File: src/rtl/bprog_pkg.sv
package bprog_pkg;

  localparam int unsigned BUF_AW    = 5;
  localparam int unsigned BUF_WORDS = 1 << BUF_AW;

  // status bit positions returned by the device
  localparam int unsigned SR_RDY  = 7;
  localparam int unsigned SR_FAIL = 4;
  localparam int unsigned SR_VOLT = 3;
  localparam int unsigned SR_LOCK = 1;
  localparam int unsigned SR_BUSY = 0;

  typedef enum logic [2:0] {
    ST_IDLE,
    ST_CMD_SETUP,
    ST_CMD_CONF,
    ST_DELAY,
    ST_POLL_RD,
    ST_POLL_CHK,
    ST_FILL
  } bp_state_e;

  typedef enum logic [1:0] {
    PK_SETUP,
    PK_COMMIT,
    PK_FINAL
  } bp_poll_e;

  typedef struct packed {
    logic other;
    logic volt;
    logic lock;
  } bp_cause_t;

  localparam bp_cause_t CAUSE_NONE  = '{other: 1'b0, volt: 1'b0, lock: 1'b0};
  localparam bp_cause_t CAUSE_OTHER = '{other: 1'b1, volt: 1'b0, lock: 1'b0};

endpackage

File: src/rtl/bprog_req_check.sv
module bprog_req_check
  import bprog_pkg::*;
#(
  parameter int unsigned AW     = 24,
  parameter int unsigned BLK_AW = 10
) (
  input  logic [AW-1:0]   addr,
  input  logic [BLK_AW:0] count,
  output logic            ok
);
  localparam int unsigned SW = BLK_AW + 2;
  localparam logic [SW-1:0] BLK_WORDS = SW'(1) << BLK_AW;

  logic [SW-1:0] end_pos;
  logic          aligned;
  logic          nonzero;
  logic          unused_hi;

  assign end_pos   = SW'(addr[BLK_AW-1:0]) + SW'(count);
  assign aligned   = (addr[BUF_AW-1:0] == '0);
  assign nonzero   = (count != '0);
  assign ok        = aligned && nonzero && (end_pos <= BLK_WORDS);
  assign unused_hi = ^addr[AW-1:BLK_AW];

endmodule

File: src/rtl/bprog_fill_ctr.sv
module bprog_fill_ctr
  import bprog_pkg::*;
#(
  parameter int unsigned AW     = 24,
  parameter int unsigned BLK_AW = 10
) (
  input  logic            clk,
  input  logic            rst_n,
  input  logic            load,
  input  logic [AW-1:0]   load_addr,
  input  logic [BLK_AW:0] load_count,
  input  logic            wr,
  input  logic            take,
  output logic [AW-1:0]   wr_addr,
  output logic            fill_last,
  output logic            words_left
);
  logic [BUF_AW-1:0] idx;
  logic [AW-1:0]     base;
  logic [BLK_AW:0]   rem;

  always_ff @(posedge clk or negedge rst_n) begin
    if (!rst_n) begin
      idx  <= '0;
      base <= '0;
      rem  <= '0;
    end else if (load) begin
      idx  <= '0;
      base <= load_addr;
      rem  <= load_count;
    end else begin
      if (wr) begin
        idx <= idx + 1'b1;
        if (idx == '1) base <= base + AW'(BUF_WORDS);
      end
      if (take) rem <= rem - 1'b1;
    end
  end

  assign wr_addr    = base + AW'(idx);
  assign fill_last  = (idx == '1);
  assign words_left = (rem != '0);

endmodule

File: src/rtl/bprog_status_dec.sv
module bprog_status_dec
  import bprog_pkg::*;
#(
  parameter int unsigned DW = 16
) (
  input  logic [DW-1:0] rdata,
  output logic          fail,
  output bp_cause_t     cause,
  output logic          buf_free,
  output logic          commit_clear
);
  logic unused_bits;

  assign fail         = rdata[SR_FAIL];
  assign cause.lock   = rdata[SR_LOCK];
  assign cause.volt   = rdata[SR_VOLT];
  assign cause.other  = rdata[SR_FAIL] & ~rdata[SR_LOCK] & ~rdata[SR_VOLT];
  assign buf_free     = ~rdata[SR_RDY] & ~rdata[SR_BUSY];
  assign commit_clear = ~rdata[SR_BUSY];
  assign unused_bits  = ^{rdata[DW-1:8], rdata[6:5], rdata[2]};

endmodule

File: src/rtl/bprog_seq.sv
module bprog_seq
  import bprog_pkg::*;
#(
  parameter int unsigned AW          = 24,
  parameter int unsigned DW          = 16,
  parameter int unsigned BLK_AW      = 10,
  parameter int unsigned SETUP_DLY   = 16,
  parameter logic [15:0] CMD_SETUP   = 16'h0080,
  parameter logic [15:0] CMD_CONF    = 16'h00D0
) (
  input  logic            clk,
  input  logic            rst_n,
  input  logic            start,
  input  logic [AW-1:0]   start_addr,
  input  logic [BLK_AW:0] word_count,
  output logic            busy,
  output logic            done,
  output logic            err,
  output logic [2:0]      err_code,
  input  logic            s_valid,
  input  logic [DW-1:0]   s_data,
  output logic            s_ready,
  output logic            bus_wr,
  output logic            bus_rd,
  output logic [AW-1:0]   bus_addr,
  output logic [DW-1:0]   bus_wdata,
  input  logic [DW-1:0]   bus_rdata
);
  localparam int unsigned DLYW = $clog2(SETUP_DLY + 1);
  localparam logic [DLYW-1:0] DLY_LAST = DLYW'(SETUP_DLY - 1);

  bp_state_e       st;
  bp_poll_e        kind;
  logic [DLYW-1:0] dly;
  logic [AW-1:0]   addr_q;
  logic            busy_q, done_q, err_q;
  bp_cause_t       code_q;

  logic            req_ok;
  logic            load;
  logic [AW-1:0]   fill_addr;
  logic            fill_last;
  logic            words_left;
  logic            take;
  logic            st_fail;
  bp_cause_t       st_cause;
  logic            st_free;
  logic            st_clear;

  bprog_req_check #(.AW(AW), .BLK_AW(BLK_AW)) u_req (
    .addr  (start_addr),
    .count (word_count),
    .ok    (req_ok)
  );

  bprog_fill_ctr #(.AW(AW), .BLK_AW(BLK_AW)) u_fill (
    .clk        (clk),
    .rst_n      (rst_n),
    .load       (load),
    .load_addr  (start_addr),
    .load_count (word_count),
    .wr         (bus_wr && st == ST_FILL),
    .take       (take),
    .wr_addr    (fill_addr),
    .fill_last  (fill_last),
    .words_left (words_left)
  );

  bprog_status_dec #(.DW(DW)) u_stat (
    .rdata        (bus_rdata),
    .fail         (st_fail),
    .cause        (st_cause),
    .buf_free     (st_free),
    .commit_clear (st_clear)
  );

  assign load = (st == ST_IDLE) && start && req_ok;

  // bus and stream side, decoded from the state
  always_comb begin
    bus_wr    = 1'b0;
    bus_rd    = 1'b0;
    bus_addr  = addr_q;
    bus_wdata = '0;
    s_ready   = 1'b0;
    unique case (st)
      ST_CMD_SETUP: begin
        bus_wr    = 1'b1;
        bus_wdata = DW'(CMD_SETUP);
      end
      ST_CMD_CONF: begin
        bus_wr    = 1'b1;
        bus_wdata = DW'(CMD_CONF);
      end
      ST_POLL_RD: bus_rd = 1'b1;
      ST_FILL: begin
        bus_addr  = fill_addr;
        s_ready   = words_left;
        bus_wr    = words_left ? s_valid : 1'b1;
        bus_wdata = words_left ? s_data : '1;
      end
      default: ;
    endcase
  end

  assign take = s_valid && s_ready;

  always_ff @(posedge clk or negedge rst_n) begin
    if (!rst_n) begin
      st     <= ST_IDLE;
      kind   <= PK_SETUP;
      dly    <= '0;
      addr_q <= '0;
      busy_q <= 1'b0;
      done_q <= 1'b0;
      err_q  <= 1'b0;
      code_q <= CAUSE_NONE;
    end else begin
      done_q <= 1'b0;
      unique case (st)
        ST_IDLE: begin
          if (start) begin
            if (req_ok) begin
              addr_q <= start_addr;
              busy_q <= 1'b1;
              st     <= ST_CMD_SETUP;
            end else begin
              done_q <= 1'b1;
              err_q  <= 1'b1;
              code_q <= CAUSE_OTHER;
            end
          end
        end
        ST_CMD_SETUP: st <= ST_CMD_CONF;
        ST_CMD_CONF: begin
          dly <= '0;
          st  <= ST_DELAY;
        end
        ST_DELAY: begin
          if (dly == DLY_LAST) begin
            kind <= PK_SETUP;
            st   <= ST_POLL_RD;
          end else begin
            dly <= dly + 1'b1;
          end
        end
        ST_POLL_RD: st <= ST_POLL_CHK;
        ST_POLL_CHK: begin
          unique case (kind)
            PK_SETUP: begin
              if (st_fail) begin
                busy_q <= 1'b0;
                done_q <= 1'b1;
                err_q  <= 1'b1;
                code_q <= st_cause;
                st     <= ST_IDLE;
              end else if (st_free) begin
                st <= ST_FILL;
              end else begin
                st <= ST_POLL_RD;
              end
            end
            PK_COMMIT: begin
              if (!st_clear) begin
                st <= ST_POLL_RD;
              end else if (words_left) begin
                st <= ST_FILL;
              end else begin
                kind <= PK_FINAL;
                st   <= ST_POLL_RD;
              end
            end
            default: begin
              busy_q <= 1'b0;
              done_q <= 1'b1;
              err_q  <= st_fail;
              code_q <= st_fail ? st_cause : CAUSE_NONE;
              st     <= ST_IDLE;
            end
          endcase
        end
        ST_FILL: begin
          if (bus_wr && fill_last) begin
            kind <= PK_COMMIT;
            st   <= ST_POLL_RD;
          end
        end
        default: st <= ST_IDLE;
      endcase
    end
  end

  assign busy     = busy_q;
  assign done     = done_q;
  assign err      = err_q;
  assign err_code = code_q;

endmodule

File: config.mk
export PLATFORM = sky130hd
export DESIGN_NAME = bprog_seq
export DESIGN_NICKNAME = d
export VERILOG_FILES = /design/src/rtl/bprog_pkg.sv /design/src/rtl/bprog_req_check.sv /design/src/rtl/bprog_fill_ctr.sv /design/src/rtl/bprog_status_dec.sv /design/src/rtl/bprog_seq.sv
export SDC_FILE = /design/constraint.sdc
export NUM_CORES = 1
export LEC_CHECK = 0
export BUFFER_PORTS_ARGS = -buffer_cell sky130_fd_sc_hd__buf_2
export CAP_MARGIN = 25
export CELL_PAD_IN_SITES_DETAIL_PLACEMENT = 0
export CELL_PAD_IN_SITES_GLOBAL_PLACEMENT = 1
export CORE_MARGIN = 1
export CORE_UTILIZATION = 44
export CTS_CLUSTER_SIZE = 8
export DETAILED_ROUTE_END_ITERATION = 8
export PLACE_DENSITY_LB_ADDON = 0.1
export SLEW_MARGIN = 20
export SYNTH_ARGS = -nofsm -noshare
export SYNTH_HDL_FRONTEND = slang
export SYNTH_SLANG_ARGS = --single-unit
File: constraint.sdc
create_clock -name clk -period 6.74 [get_ports clk]
set_input_delay 1.011 -clock clk [delete_from_list [all_inputs] [get_ports clk]]
set_output_delay 1.011 -clock clk [all_outputs]
set_load 0.01 [all_outputs]
== Yosys cells after proc, flatten, opt, wreduce, memory -nomap -nowiden ==
Cells that the tools add are included.

* Output and inout port bits: 49
* Flip-flop bits (word level): 80
* Word-level logic and storage cells: 126

* Reductions and logical operators: 26
* Bitwise operators: 7
* Magnitude comparators: 1
* Muxes and demuxes: 53
* Add/sub/neg operators: 6
* Equal/unequal tests: 20

{| class="wikitable"
|+ Operators by type and width
! kind !! count
|-
| 2-to-1 mux 24 bit || 4
|-
| case mux 16 bit (3 select lines) || 1
|-
| 2-to-1 mux 3 bit || 9
|-
| adder 24 x 5 -> 24 bit || 1
|-
| adder 24 x 6 -> 24 bit, second input constant || 1
|-
| 2-to-1 mux 11 bit || 2
|-
| nonzero test 11 bit || 2
|-
| case mux 3 bit (7 select lines) || 1
|-
| != test 2 bit, second input constant || 9
|-
| case mux 3 bit (2 select lines) || 3
|-
| 2-to-1 mux 16 bit || 1
|-
| 2-to-1 mux 2 bit || 8
|-
| 2-to-1 mux 5 bit || 3
|-
| case mux 1 bit (2 select lines) || 7
|-
| adder 10 x 11 -> 12 bit || 1
|-
| less-or-equal comparator 12 x 11 -> 1 bit, second input constant || 1
|-
| 2-to-1 mux 1 bit || 12
|-
| subtractor 11 x 1 -> 11 bit, second input constant || 1
|-
| adder 5 x 1 -> 5 bit, second input constant || 2
|-
| case mux 5 bit (2 select lines) || 1
|-
| AND reduction 5 bit || 2
|-
| nonzero test 2 bit || 5
|-
| equality test 3 bit, second input constant || 3
|-
| logical AND 1 bit || 7
|-
| 19 further kinds || 26
|}

== Depth between registers and ports, before layout ==
* Depth after elaboration: 6
* Depth in mapped cells: 12
* Mapped depth without buffers: 10

== Modules after synthesis ==
Synthesis repeated with hierarchy kept, for this count alone.

* Cells, all modules: 576
* Area total of the unflattened synthesis: 5,480.3 um2

{| class="wikitable"
|+ Modules (own cells, without submodules)
! module !! instances !! cells an instance !! area an instance (um2)
|-
| bprog_fill_ctr || 1 || 289 || 2,618.8
|-
| bprog_seq || 1 || 216 || 2,299.7
|-
| bprog_req_check || 1 || 65 || 519.2
|-
| bprog_status_dec || 1 || 6 || 42.5
|}

== Worst setup path after synthesis ==
OpenSTA, ideal clock, no wires.

* Path type: input-to-reg
* Start point: in start_addr[0]
* End point: reg u_fill.base[11]
* Setup time: 0.128 ns
* Setup slack: 3.214 ns
* Stages on the path: 10
* Arrival time: 3.399 ns
* Path buffers: 1
* Cell sequence: ha_1 -> fa_1 -> a21o_1 -> a221oi_2 -> mux2i_1 -> nor4b_2 -> a21o_2 -> nand2_2 -> buf_2 -> mux2_1

* Longest elaborated chain between the ends: 6

{| class="wikitable"
|+ Ends and longest elaborated chain
! element !! RTL line !! text
|-
| start, declared || bprog_seq.sv:14 || <nowiki>input logic [AW-1:0] start_addr,</nowiki>
|-
| adder 10 x 11 -> 12 bit / logical NOT 5 bit (equally long branches) || bprog_req_check.sv:19, bprog_req_check.sv:20 ||
|-
| less-or-equal comparator 12 x 11 -> 1 bit / logical AND 1 bit (equally long branches) || bprog_req_check.sv:22 || <nowiki>assign ok = aligned && nonzero && (end_pos <= BLK_WORDS);</nowiki>
|-
| logical AND 1 bit (*) || bprog_req_check.sv:22 ||
|-
| logical AND 1 bit (*) || bprog_seq.sv:77 || <nowiki>assign load = (st == ST_IDLE) && start && req_ok;</nowiki>
|-
| nonzero test 2 bit (no line) || n/a ||
|-
| AND reduction 2 bit (no line) || n/a ||
|-
| end signal, assigned || bprog_fill_ctr.sv:29 || <nowiki>base <= load_addr;</nowiki>
|-
| end signal, assigned || bprog_fill_ctr.sv:34 || <nowiki>if (idx == '1) base <= base + AW'(BUF_WORDS);</nowiki>
|-
| end, declared || bprog_fill_ctr.sv:19 || <nowiki>logic [AW-1:0] base;</nowiki>
|}

Mark *: on every way between the ends. The rest lies on a longest branch, timed or not.
A chain may end at the register's enable or synchronous reset.

== Worst setup path in the final report ==
* Start point: in start_addr[0]
* End point: reg u_fill.base[20]

Same word-level chain as after synthesis.

==> run summary <==
largest area contributor in the netlist: dfrtp_1
Starting Density: 0.457
highest clock rate: 223 MHz
share of layout cells above drive strength 1: 0.230
post-CTS setup buffer count: 0
failing checks: design-rule violations
CTS root buf: clkbuf_16
core area: 11,600 sq um
number of synthesized flops with an enable pin: 0
main flop type after synthesis: dfrtp_1
synth cell count leaders: 80 x dfrtp_1, 79 x nand2_1, 57 x o21ai_0
Ys Warns: 0
Area Growth Syn to Fin: 16.8%
post-synthesis cell count: 597
CP Class: primary input to flop
Seq. cell area: 2000 sq um
initial antenna violation count: 0
nets: 780
via count: 4,663
Arrival @ worst endpoint: 4.70 ns
Max Cap Viol: 0
RSZ-0062 raised after global routing: false
Seq cells post-synth: 80
Tcrit/Tclk final: 0.665
total CTS buffers: 9
post-DP HPWL: 9310 um
CTS max path bufs: 2
area of the multi-input gates: 3070 sq um
PwrDens: 229 nW/um^2
global-route wire length before repair: 21,900 um
min Tclk post-route: 4.48 ns
synthesized area: 5290 sq um
crit-path max FO: 42
die span in x: 112 um
vias per cell: 5.59
Max Transition Viols Final: 0
final setup vio count: 0
CTS tree: done
crit path launch type: primary input
cts repair resizes: 0
num ports: 120
leading post-synthesis cells by cell area: dfrtp_1 38%, nand2_1 5.6%, mux2_2 5.5%
GR Overflow Total: 0
Total GRT Usage: 0.221
Distinct cells, synth: 62
First DRT Iteration DRCs: 220
worst-margin pin slew: 0.944 ns
# fillers: 1,092
crit path from: start_addr[0]
endpoint class of the critical path: flop
PnR worst setup slack: 2.26 ns
Final TNS setup: 0 ns
pre-CTS setup slack: 1.91 ns
largest net degree at the start of global routing: 65
worst hold-check path type: flop to flop
r2r startpoint: u_fill.rem[0]
Max IR drop VDD: 0.000192 V
GPL Wtd Cong: 0.810
Synth Area per Inst: 8.86 sq um
status: finished with violations
Worst-path clk slew: 0.06 ns
antenna diode count: 0
clk_lat worst skew: 0.35 ns
R2R depth: 9
Die Area: 12,500 sq um
number of global-route vias before repair: 4,440
H-tree depth: 3
cts-stage hold buffer count: 0
Mapped Nets: 691
# rows: 39
Post-DRT Antenna Nets: 0
top cell type's share of synthesized area: 0.378
Final Skew: 0.00843 ns
required time of the critical path: 6.96 ns
drt total wl: 13,100 um
wire per inst: 15.7 um
# DRC: 12
clk sinks: 80
leak pwr: 0.00301 uW
WHS Path Cells: 1
drt pass-1 iters: 7
die height: 112 um
top-count cell post-synth: dfrtp_1
hold path start: addr_q[2]
sequential element share of the synthesized area: 0.378
Slew Limit Headroom: 0.368
Final Hold Fails: 0
I/O Buffers: 108
async set or reset register ratio after synthesis: 1.00
-- final timing paths --
| check | to | slack [ns] |
|---|---|---|
| max | u_fill.base[20] | 2.26 |
| min | addr_q[2] | 0.48 |
| max reg2reg | u_fill.base[13] | 3.32 |
| min reg2reg | addr_q[2] | 0.48 |
| max in group asynchronous | dly[0] | 5.15 |
| min in group asynchronous | addr_q[11] | 0.64 |
-- critical path, stage by stage --
cell,delay (ns)
buf_2,0.11
ha_1,0.21
fa_1,0.41
a21o_1,0.20
a221oi_2,0.41
mux2i_1,0.23
nor4b_2,0.50
a21o_2,0.43
nand2_2,0.61
mux2_1,0.55
-- layout make-up --
cell class / count / area share
clock buffers: 12 / 0.0383
clock inverters: 4 / 0.00729
inverters: 20 / 0.0122
multi-input cells: 464 / 0.497
flip-flops and latches: 80 / 0.324
well taps: 143 / 0.0290
repair buffers: 111 / 0.0921
-- routing by layer --
| metal | part of all wire | global-route usage | up-vias |
|---|---|---|---|
| li1 | - | - | 2314 |
| met1 | 0.48 | 0.297 | 2211 |
| met2 | 0.46 | 0.353 | 121 |
| met3 | 0.045 | 0.0419 | 17 |
| met4 | 0.017 | 0.0865 | 0 |
| met5 | 0 | 0 | - |
-- where the power goes --
group	leakage [uW]	total [uW]	internal, uW	switching, uW
Sequential	0.00107	583	526	57.0
Clock	0.000140	478	285	193
Combinational	0.00180	350	158	193
-- stage by stage --
stage	std cells	util	area (sq um)	power, uW	hold slack, ns
2_1_floorplan	597	-	5290	821	0.447
3_3_place_gp	817	0.508	5880	923	0.465
3_5_place_dp	817	0.508	5880	937	0.471
4_1_cts	833	0.533	6160	1420	0.488
5_1_grt	834	0.534	6180	1500	0.494
6_report	834	0.534	6180	1410	0.485
-- layout by cell type, fill, tap and decap left out, types with 12 or more instances in the layout --
cell     instances
a21oi_1         18
and3_1          13
buf_2          107
dfrtp_1         80
ha_1            21
inv_1           20
mux2_2          26
nand2_1         78
nand3_1         12
nand4_1         20
nor2_1          46
nor3_1          15
o21ai_0         57
xnor2_1         21
xor2_1          22
-- state kept, by name, summed over array words and instances, names as in the netlist --
| register | count |
|---|---|
| err_code | 3 |
| u_fill.rem | 11 |
| addr_q | 24 |
| u_fill.idx | 5 |
| err | 1 |
| done | 1 |
| busy | 1 |
| st | 3 |
| u_fill.base | 24 |
| dly | 5 |
| kind | 2 |
-- cell families (layout without fill, tap and decap cells) --
family / after synthesis / count (layout) / synth area share
AOI/OAI and AO/OA: 141 / 141 / 0.173
xor gates and xnor gates: 43 / 43 / 0.0712
adders and majority gates: 23 / 23 / 0.0572
buffers and inverters: 53 / 147 / 0.0423
DFF: 80 / 80 / 0.378
muxes: 32 / 32 / 0.0676
and+or+nand+nor: 225 / 225 / 0.210
(Power assumes the default switching activity.)
